==> src/rtl/spi_port.sv <==
module spi_port #(
  parameter int HALF = 2
) (
  input  logic       clk,
  input  logic       rst_n,
  input  logic [1:0] sel,
  input  logic       wr_en,
  input  logic       rd_en,
  input  logic [7:0] wdata,
  output logic [7:0] rdata,
  input  logic       gie,
  output logic       irq,
  input  logic       ss_is_out,
  input  logic       ss_i,
  input  logic       sck_i,
  output logic       sck_o,
  output logic       sck_oe,
  input  logic       mosi_i,
  output logic       mosi_o,
  output logic       mosi_oe,
  input  logic       miso_i,
  output logic       miso_o,
  output logic       miso_oe
);
  localparam int DW = $clog2(HALF) + 1;

  logic [7:0] ctrl, dr, tx, rx;
  logic       spif, armed, busy, sck_r, sck_p;
  logic [3:0] ecnt;
  logic [2:0] bcnt;
  logic [DW-1:0] dcnt;
  logic [1:0] ss_q, sck_q, mosi_q;

  wire en   = ctrl[6];
  wire lsb  = ctrl[5];
  wire mst  = ctrl[4];
  wire cpol = ctrl[3];
  wire cpha = ctrl[2];

  wire ss_s   = ss_q[1];
  wire sck_s  = sck_q[1];
  wire mosi_s = mosi_q[1];

  wire m_ev  = busy && (dcnt == DW'(HALF - 1));
  wire s_ev  = en && !mst && !ss_s && (sck_s != sck_p);
  wire ev    = m_ev || s_ev;
  wire lead  = mst ? !ecnt[0] : (sck_p == cpol);
  wire samp  = ev && (lead != cpha);
  wire setp  = ev && (lead == cpha) && !(cpha && bcnt == 3'd0);
  wire in_bit = mst ? miso_i : mosi_s;
  wire [7:0] rx_nx = lsb ? {in_bit, rx[7:1]} : {rx[6:0], in_bit};

  wire fault  = en && mst && !ss_is_out && !ss_s;
  wire dacc   = (wr_en || rd_en) && sel == 2'd2;
  wire start  = wr_en && sel == 2'd2 && en && mst && !busy && !fault;
  wire done_m = m_ev && ecnt == 4'd15;
  wire done_s = samp && !mst && bcnt == 3'd7;

  always_ff @(posedge clk or negedge rst_n) begin
    if (!rst_n) begin
      ss_q <= 2'b11; sck_q <= 2'b00; mosi_q <= 2'b00; sck_p <= 1'b0;
    end else begin
      ss_q   <= {ss_q[0], ss_i};
      sck_q  <= {sck_q[0], sck_i};
      mosi_q <= {mosi_q[0], mosi_i};
      sck_p  <= sck_s;
    end
  end

  always_ff @(posedge clk or negedge rst_n) begin
    if (!rst_n) begin
      ctrl <= '0; dr <= '0; tx <= '0; rx <= '0;
      spif <= 1'b0; armed <= 1'b0; busy <= 1'b0; sck_r <= 1'b0;
      ecnt <= '0; bcnt <= '0; dcnt <= '0;
    end else begin
      if (wr_en && sel == 2'd0) ctrl <= wdata;
      if (wr_en && sel == 2'd2) begin
        dr <= wdata;
        if (!busy) tx <= wdata;
      end
      if (rd_en && sel == 2'd1 && spif) armed <= 1'b1;
      if (dacc && armed) begin
        spif  <= 1'b0;
        armed <= 1'b0;
      end
      if (start) begin
        busy <= 1'b1; ecnt <= '0; dcnt <= '0; sck_r <= cpol; bcnt <= '0;
      end
      if (busy) begin
        dcnt <= m_ev ? '0 : dcnt + 1'b1;
        if (m_ev) begin
          sck_r <= !sck_r;
          ecnt  <= ecnt + 4'd1;
        end
      end
      if (samp) begin
        rx   <= rx_nx;
        bcnt <= bcnt + 3'd1;
      end
      if (setp) tx <= lsb ? {1'b0, tx[7:1]} : {tx[6:0], 1'b0};
      if (!en || !mst) busy <= 1'b0;
      if (done_m) begin
        busy <= 1'b0;
        dr   <= samp ? rx_nx : rx;
        spif <= 1'b1;
      end
      if (done_s) begin
        dr   <= rx_nx;
        spif <= 1'b1;
      end
      if (!mst && ss_s) bcnt <= '0;
      if (!en) bcnt <= '0;
      if (fault) begin
        ctrl[4] <= 1'b0;
        busy    <= 1'b0;
        spif    <= 1'b1;
        bcnt    <= '0;
      end
    end
  end

  always_comb begin
    case (sel)
      2'd0:    rdata = ctrl;
      2'd1:    rdata = {spif, 7'b0};
      2'd2:    rdata = dr;
      default: rdata = 8'h00;
    endcase
  end

  assign irq     = spif && ctrl[7] && gie;
  assign sck_o   = busy ? sck_r : cpol;
  assign sck_oe  = en && mst;
  assign mosi_oe = en && mst;
  assign mosi_o  = lsb ? tx[0] : tx[7];
  assign miso_o  = lsb ? tx[0] : tx[7];
  assign miso_oe = en && !mst && !ss_s;


  mode_fault_chk: assert property (@(posedge clk) disable iff (!rst_n)
    fault |=> (!ctrl[4] && spif));


  off_idle_chk: assert property (@(posedge clk) disable iff (!rst_n)
    !en |=> !busy);


  ss_restart_chk: assert property (@(posedge clk) disable iff (!rst_n)
    (en && !mst && ss_s) |=> bcnt == 3'd0);


  done_flag_chk: assert property (@(posedge clk) disable iff (!rst_n)
    done_m |=> (spif && !busy));


  flag_clear_chk: assert property (@(posedge clk) disable iff (!rst_n)
    (armed && dacc && !done_m && !done_s && !fault) |=> !spif);


  irq_rise_chk: assert property (@(posedge clk) disable iff (!rst_n)
    $rose(irq) |-> (spif && gie));
endmodule

==> config.mk <==
export PLATFORM = sky130hd
export DESIGN_NAME = spi_port
export DESIGN_NICKNAME = d
export VERILOG_FILES = /design/src/rtl/spi_port.sv
export SDC_FILE = /design/constraint.sdc
export NUM_CORES = 1
export LEC_CHECK = 0
export BUFFER_PORTS_ARGS = -buffer_cell sky130_fd_sc_hd__buf_2
export CORE_ASPECT_RATIO = 1.4
export CORE_MARGIN = 2
export CORE_UTILIZATION = 50
export CTS_CLUSTER_SIZE = 10
export DETAILED_ROUTE_END_ITERATION = 7
export GPL_TIMING_DRIVEN = 0
export PLACE_DENSITY_LB_ADDON = 0.12
export SLEW_MARGIN = 5
export SYNTH_ARGS = -nofsm -noshare
export SYNTH_HDL_FRONTEND = slang
export SYNTH_SLANG_ARGS = --single-unit
==> constraint.sdc <==
create_clock -name clk -period 3.8 [get_ports clk]
set_input_delay 0 -clock clk [delete_from_list [all_inputs] [get_ports clk]]
set_output_delay 0 -clock clk [all_outputs]
set_load 0.01 [all_outputs]
Word-level counts from Yosys, hierarchy flattened

Cells that the tools add are included.

Memory bits (read-only): 0
Input bits: 20
RAM bits: 0
Memories kept: 0
Word-level logic and storage cells: 119
Flip-flop bits (word level): 52
Latch bits: 0

Shift-type cells: 0
Divide/modulo/power cells: 0
Order comparisons: 0
Bitwise logic cells: 0
Equality and inequality tests: 11
Multiply operators: 0
Reduce and logical (&&, ||, !) cells: 49
Multiplexer cells: 40
Add/subtract/negate cells: 3

Operators with widths:

| kind                                                  | count |
|---|---|
| two-way mux 8 bit                                     | 9 |
| logical AND 1 bit                                     | 27 |
| one-hot mux 8 bit (3 select lines)                    | 1 |
| two-way mux 1 bit                                     | 18 |
| two-way mux 3 bit                                     | 5 |
| two-way mux 4 bit                                     | 3 |
| zero test 1 bit                                       | 9 |
| nonzero test 2 bit                                    | 4 |
| nonzero test 4 bit                                    | 2 |
| two-way mux 2 bit                                     | 3 |
| two-way mux 5 bit                                     | 1 |
| inequality test 5 x 1 -> 1 bit, second input constant | 1 |
| adder 4 x 1 -> 4 bit, second input constant           | 1 |
| == test 2 x 1 -> 1 bit, second input constant         | 2 |
| == test 4 bit, second input constant                  | 1 |
| adder 3 x 1 -> 3 bit, second input constant           | 1 |
| == test 3 bit, second input constant                  | 1 |
| zero test 3 bit                                       | 1 |
| logical OR 1 bit                                      | 3 |
| nonzero test 3 bit                                    | 1 |
| adder 2 x 1 -> 2 bit, second input constant           | 1 |
| == test 1 bit                                         | 2 |
| == test 2 bit, second input constant                  | 1 |
| zero test 2 bit                                       | 1 |
| 3 further kinds                                       | 4 |

Depth between registers and ports, before layout

Gate-level depths: netlist of the first run.

Depth after elaboration: 11
Depth in mapped cells: 7
Mapped depth without buffers: 6

Worst setup path before layout of the first run

No wires, ideal clock.

Path kind: register -> register
Start point: register ctrl[3]
End point: register tx[0]
Slack: 1.604 ns
Arrival: 2.117 ns
Cell stages (with the launch flop): 8
Required time: 3.720 ns
Buffers on the path: 2
Path through: dfrtp_1 buf_4 xnor2_1 mux2_4 or2_1 buf_6 a311oi_4 mux2i_1

Longest elaborated chain between the ends: 7
Elaborated cells on any way between the ends: 9
Those cells by class: eq/ne: 3; mux: 2; reduce/logical: 4

RTL lines:

| what                                                                                  | line | text |
|---|---|---|
| start: declaration                                                                    | 27   | `logic [7:0] ctrl, dr, tx, rx;` |
| start signal: assignment                                                              | 76   | `if (wr_en && sel == 2'd0) ctrl <= wdata;` |
| == test 1 bit *                                                                       | 47   | `wire lead = mst ? !ecnt[0] : (sck_p == cpol);` |
| two-way mux 1 bit *                                                                   | 47   |  |
| == test 1 bit *                                                                       | 49   | `wire setp = ev && (lead == cpha) && !(cpha && bcnt == 3'd0);` |
| logical AND 1 bit * (2 in series)                                                     | 49   |  |
| inequality test 2 x 1 -> 1 bit (no line) / nonzero test 2 bit (equally long branches) | n/a  |  |
| AND reduction 2 bit (no line)                                                         | n/a  |  |
| end signal: assignment                                                                | 79   | `if (!busy) tx <= wdata;` |
| end signal: assignment                                                                | 100  | `if (setp) tx <= lsb ? {1'b0, tx[7:1]} : {tx[6:0], 1'b0};` |
| end: declaration                                                                      | 27   |  |

Mark *: on every way between the ends. The rest lies on a longest branch, timed or not.
A chain may end at the register's enable or synchronous reset.

Worst setup path after layout of the first run

Same ends and word-level chain as after synthesis.

==> out/summary.txt, run 1 <==
Layout Nets - 355
Longest Clk Path Bufs - 2
CTS Buf Count - 5
Post-CTS resize count - 0
Yosys top cell by area - dfrtp_1
Distinct cells, synth - 47
Critical path fanouts, max - 10
Required time of the worst setup path - 4030 ps
Worst skew pair latency - 300 ps
Buffer and inverter count on the worst path - 2
GRT busiest layer - met2
Synthesized Nets - 303
Avg Cell Area, Syn - 10.2 sq um
Cell area after synthesis - 2860 sq um
Top-area cell type share of the netlist area - 43.8%
Met3 Resource Use GR - 3.85%
Clock Root Buffer - clkbuf_8
Register area share after synthesis - 45.6%
Mux cell area share after synthesis - 18.2%
Post-DP HPWL - 5010 um
CTS sink count - 52
Reg2Reg Depth - 7
Via count - 2292
Synth top cells by count - dfrtp_1, mux2i_1, nand2_1
Kind of critical path - reg2reg
Final setup viols - 0
Compound-cell area share of the yosys netlist - 13.5%
Worst path max stage delay - 630 ps
Vias in the first global route - 2253
Router iterations before antenna repair - 4
Pleak - 1.49 nW
Crit-path leading delay family - multiplexers
Worst EP arrival - 2670 ps
Initial core utilization - 51.7%
Pin slew with the least headroom to its limit - 950 ps
Endpoints failing hold - 0
Total of max-cap violations - 0
GRT Total Usage - 23.5%
Main combinational cell family by area after synthesis - multiplexers
Met2 usage - 40.8%
Buffers on Ports - 34
Clk slew on worst S/H paths - 90 ps
RSZ-0062 raised after global routing - no
Setup TNS - 0 ps
Cells along the critical path - buf_4 -> xnor2_1 -> mux2_4 -> or2_1 -> buf_6 -> a311oi_4 -> mux2i_1
First-pass GRT wire length - 10900 um
Std-Cell Core Area - 5530 sq um
Ys Warns - 0
DIE WIDTH - 67.9 um
Largest net degree at the start of global routing - 53
Fill count - 499
H-tree depth - 2
Async SR Flop Fraction - 100%
Ports - 35
Max Clk Rate - 408 MHz
Gpl congestion - 0.909
Slew Viols, Final - 0
Synth Instances - 279
Final Skew - 3.26 ps
Synth area leaders - dfrtp_1, mux2i_1, nand2_1
Drt wl/cell - 16.8 um
Die Span Y - 93.4 um
Number of enable flip-flop cells after synthesis - 0
Post-DRT Antenna Nets - 0
ANT cells - 0
CP Capture Type - flip-flop
Outcome - complete, no violations
Initial antenna violation count - 0
Synth Area in Simple Gates - 16.3%
Slew headroom - 36.4%
Final worst-path cycle share - 64.4%
HP Class - in2reg
Met1 usage in global routing - 28.6%
Most common cell in the synthesized netlist - dfrtp_1
Adder-Cell Fraction of Synth Area - 1.75%
Share of layout cells above drive strength 1 - 19.0%
Critical-path top delay cell - a311oi_4
Top FF cell, synth - dfrtp_1
Drt via density - 5.73
Total grt overflow - 0
#FFs+latches synth - 52
CTS tree - done
Drt total wl - 6710 um
Max IR drop VDD - 0.000322 V
Overall die area - 6340 sq um
Pwr/cell area - 517 nW/um^2
Synth Area in XOR/XNOR - 1.75%
Iteration-0 DRC Markers - 94
Final Power - 1.72 mW
Startpoint Class - flip-flop
Period minus WS final - 2450 ps
# rows - 32
Crit. path cell count - 7
Hold depth - 3
Area grow syn2layout - 16.2%
DRC - 0
## what timing repair did
item                      4_1_cts  5_1_grt
hold endpoints to repair       60        0
setup buffers                   0        0
hold buffers                   11        0
## report_power, final
part	switching, mW	internal, mW	total [mW]
Clock	0.174	0.149	0.323
Sequential	0.127	0.694	0.821
Combinational	0.303	0.270	0.573
Total	0.604	1.11	1.72
## state kept, by name, indices dropped and copies added (netlist names), 2 cells and up
register	flops
dcnt	2
bcnt	3
ss_q	2
mosi_q	2
dr	8
ctrl	8
rx	8
ecnt	4
tx	8
sck_q	2
## worst min-delay path, stage by stage
cell and delay [ps]:
buf_2 90, a21o_1 100, a22o_1 110
## kinds of logic after synthesis
group	Yosys count
and+or+nand+nor	97
AOI/OAI and AO/OA	55
DFF	52
muxes	50
buffers and inverters	17
xor gates and xnor gates	4
adders and majority gates	4
## final timing paths
| path | endpoint | slack, ps | start |
|---|---|---|---|
| worst max register to register | tx[0] | 1350 | ctrl[3] |
| worst max-delay path | tx[0] | 1350 | ctrl[3] |
| worst min-delay path | armed | 20 | rd_en |
| min in group asynchronous | armed | 260 | rst_n |
| max in group asynchronous | tx[6] | 3100 | rst_n |
| worst min register to register | ss_q[1] | 360 | ss_q[0] |
## per-stage QoR
| stage | std cells | util [%] | area, sq um | hold slack (ps) | worst slack (ps) |
|---|---|---|---|---|---|
| floorplan | 279 | - | 2860 | -296 | 1600 |
| global placement | 381 | 56.3 | 3110 | 105 | 1370 |
| detailed placement | 381 | 56.3 | 3110 | 106 | 1330 |
| CTS | 400 | 59.9 | 3310 | 18.9 | 1330 |
| global route | 400 | 60.1 | 3320 | 15.7 | 1200 |
| finish | 400 | 60.1 | 3320 | 24.9 | 1350 |
## final cells by class
type	count	area [sq um]	share of cell area, %
plain buffers	14	72.6	2.19
clock buffers	8	90.1	2.71
inverters	3	11.3	0.339
multi-input cells	210	1470	44.4
flip-flops and latches	52	1300	39.3
well taps	68	85.1	2.56
repair buffers	45	283	8.52
## cells in the final DEF (no fill, tap or decap), types with 4 or more instances in the layout
cell	instances
nor3_1	6
ha_1	4
clkbuf_1	8
buf_2	34
a22o_1	4
nand2_1	36
dlygate4sd3_1	11
o21ai_0	18
mux2_2	11
a21oi_1	7
buf_4	4
nor2_1	18
clkbuf_8	6
nand3_1	10
dfrtp_1	50
nand2b_1	5
mux2i_1	38
## per-layer routing
metal / up-vias / part of all wire (%) / wire (um)
li1: 1106 / - / -
met1: 1109 / 41 / 2770
met2: 57 / 53 / 3530
met3: 20 / 3.6 / 242
met4: 0 / 2.5 / 170
met5: - / 0 / 0
Note: power is estimated with default switching activity, not from simulation.
==> inputs of run 2 (changes only) <==
==> constraint.sdc (replaced) <==
create_clock -name clk -period 2.5 [get_ports clk]
set_input_delay 0 -clock clk [delete_from_list [all_inputs] [get_ports clk]]
set_output_delay 0 -clock clk [all_outputs]
set_load 0.01 [all_outputs]
==> run 2 against run 1 <==
Compared with the run above: critical path depth is 1 lower; critical path type unchanged; sequential cell count stayed put; core utilization is 0.39 points higher; clock-buffer cell count stayed put.
==> out/summary.txt, run 2 (synthesis results as in run 1) <==
Area grow syn2layout - 17.0%
Reg-to-Reg Start - ctrl[3]
Slew Viols, Final - 0 (unchanged)
Vias in the first global route - 2253 (unchanged)
Slew headroom - 36.3% (-0.16 points)
Worst path max stage delay - 530 ps (-100 ps)
HP Class - in2reg
Pwr/cell area - 784 nW/um^2 (+52%)
Critical Path Start - ctrl[3]
Die Span Y - 93.4 um (unchanged)
Layout Nets - 356 (+0.28%)
Drt total wl - 6760 um (+0.61%)
Overall die area - 6340 sq um (unchanged)
Drt wl/cell - 16.8 um (+0.36%)
Clk slew on worst S/H paths - 90 ps (about the same)
Critical-path top delay cell - o21bai_1
H-tree depth - 2 (unchanged)
Final worst-path cycle share - 91.3% (+27 points)
Std-Cell Core Area - 5530 sq um (unchanged)
Drt via density - 5.69 (-0.73%)
Post-layout util - 60.5% (+0.39 points)
DRC - 0 (unchanged)
GRT Total Usage - 23.5% (unchanged)
Cells along the critical path - buf_4 -> xnor2_1 -> mux2_4 -> o21bai_1 -> clkbuf_1 -> o21ai_0
Max Clk Rate - 438 MHz (+7.3%)
Final Power - 2.62 mW (+52%)
Ports - 35 (unchanged)
Post-DRT Antenna Nets - 0 (unchanged)
CP Capture Type - flip-flop
Pin slew with the least headroom to its limit - 952 ps (+2.36 ps)
CTS tree - done
CTS sink count - 52 (unchanged)
ANT cells - 0 (unchanged)
Total of max-cap violations - 0 (unchanged)
Critical path fanouts, max - 10 (unchanged)
Worst EP arrival - 2460 ps (-210 ps)
Via count - 2281 (-0.48%)
CTS Buf Count - 5 (unchanged)
Most frequent cells in the layout - dfrtp_1, mux2i_1, nand2_1
Router iterations before antenna repair - 5 (+1)
Initial core utilization - 51.7% (unchanged)
Clock Root Buffer - clkbuf_8
Initial antenna violation count - 0 (unchanged)
Largest net degree at the start of global routing - 53 (unchanged)
Final Skew - 2.00 ps (-1.26 ps)
# rows - 32 (unchanged)
Max IR drop VDD - 0.000494 V (+53%)
Share of layout cells above drive strength 1 - 19.5% (+0.54 points)
Required time of the worst setup path - 2670 ps (-1360 ps)
DIE WIDTH - 67.9 um (unchanged)
Most common cell after layout, fill and taps aside - dfrtp_1
Final setup viols - 0 (unchanged)
Setup TNS - 0 ps (unchanged)
Pleak - 1.50 nW (+0.72%)
First-pass GRT wire length - 10900 um (unchanged)
Total grt overflow - 0 (unchanged)
Iteration-0 DRC Markers - 94 (unchanged)
Hold path startpoint - rd_en
Longest Clk Path Bufs - 2 (unchanged)
RSZ-0062 raised after global routing - no
Worst skew pair latency - 300 ps (about the same)
Gpl congestion - 0.909 (unchanged)
Buffers on Ports - 34 (unchanged)
Startpoint Class - flip-flop
Endpoints failing hold - 0 (unchanged)
Kind of critical path - reg2reg
Outcome - complete, no violations
Post-DP HPWL - 5010 um (unchanged)
Period minus WS final - 2280 ps (-166 ps)
-- run 2: cell count changes in the layout (fill, tap and decap cells not counted), sizes merged --
cell and delta:
clkbuf +1
-- run 2: where the power goes --
part           internal [mW]  switching (mW)  leakage [nW]
Sequential              1.06           0.193         0.636
Combinational          0.415           0.462         0.818
Clock                  0.226           0.268        0.0455
-- run 2: metrics by stage --
stage	setup WS (ps)	hold slack (ps)	instances	area (sq um)
after floorplan	304	-296	279	2860
final	218	24.2	401	3340
after global routing	0.769	15.7	401	3340
after detailed placement	34.1	106	381	3110
after global placement	73.1	105	381	3110
after CTS	28.5	18.9	400	3310
-- run 2: path summary, 6_finish.rpt --
check,to,slack (ps),cells past startpoint
worst max-delay path,rx[6],220,6
worst min-delay path,armed,20,3
worst max register to register,rx[6],220,6
worst min register to register,ss_q[1],360,0
max in group asynchronous,tx[5],1800,2
min in group asynchronous,armed,260,2
-- run 2: area by class of cell --
| cell class | instances | area (sq um) |
|---|---|---|
| Clock buffer | 8 | 90.1 |
| Sequential cell | 52 | 1300 |
| Multi-Input combinational cell | 210 | 1470 |
| Timing Repair Buffer | 46 | 303 |
| Inverter | 3 | 11.3 |
| Tap cell | 68 | 85.1 |
| Fill cell | 493 | 2180 |
| Buffer | 14 | 73.8 |
-- run 2: metal layers --
layer	part of all wire (%)	GRT usage, %	vias up
li1	-	-	1109
met1	42	28.6	1103
met2	53	40.8	55
met3	3.2	3.85	14
met4	2.1	8.83	0
met5	0	0	-
-- run 2: critical path: cells and delay by family (launching register included) --
kind / cells / cell delay [ps]
flops: 1 / 370
xor+xnor: 1 / 180
mux: 1 / 370
buf+inv: 2 / 550
compound gates: 2 / 690
-- run 2: what timing repair did --
action                                  CTS  global route
buffers inserted                          0             1
gates resized for setup                   0             1
endpoints found under the setup margin    0             9
hold endpoints to repair                 60             0
hold buffers                             11             0
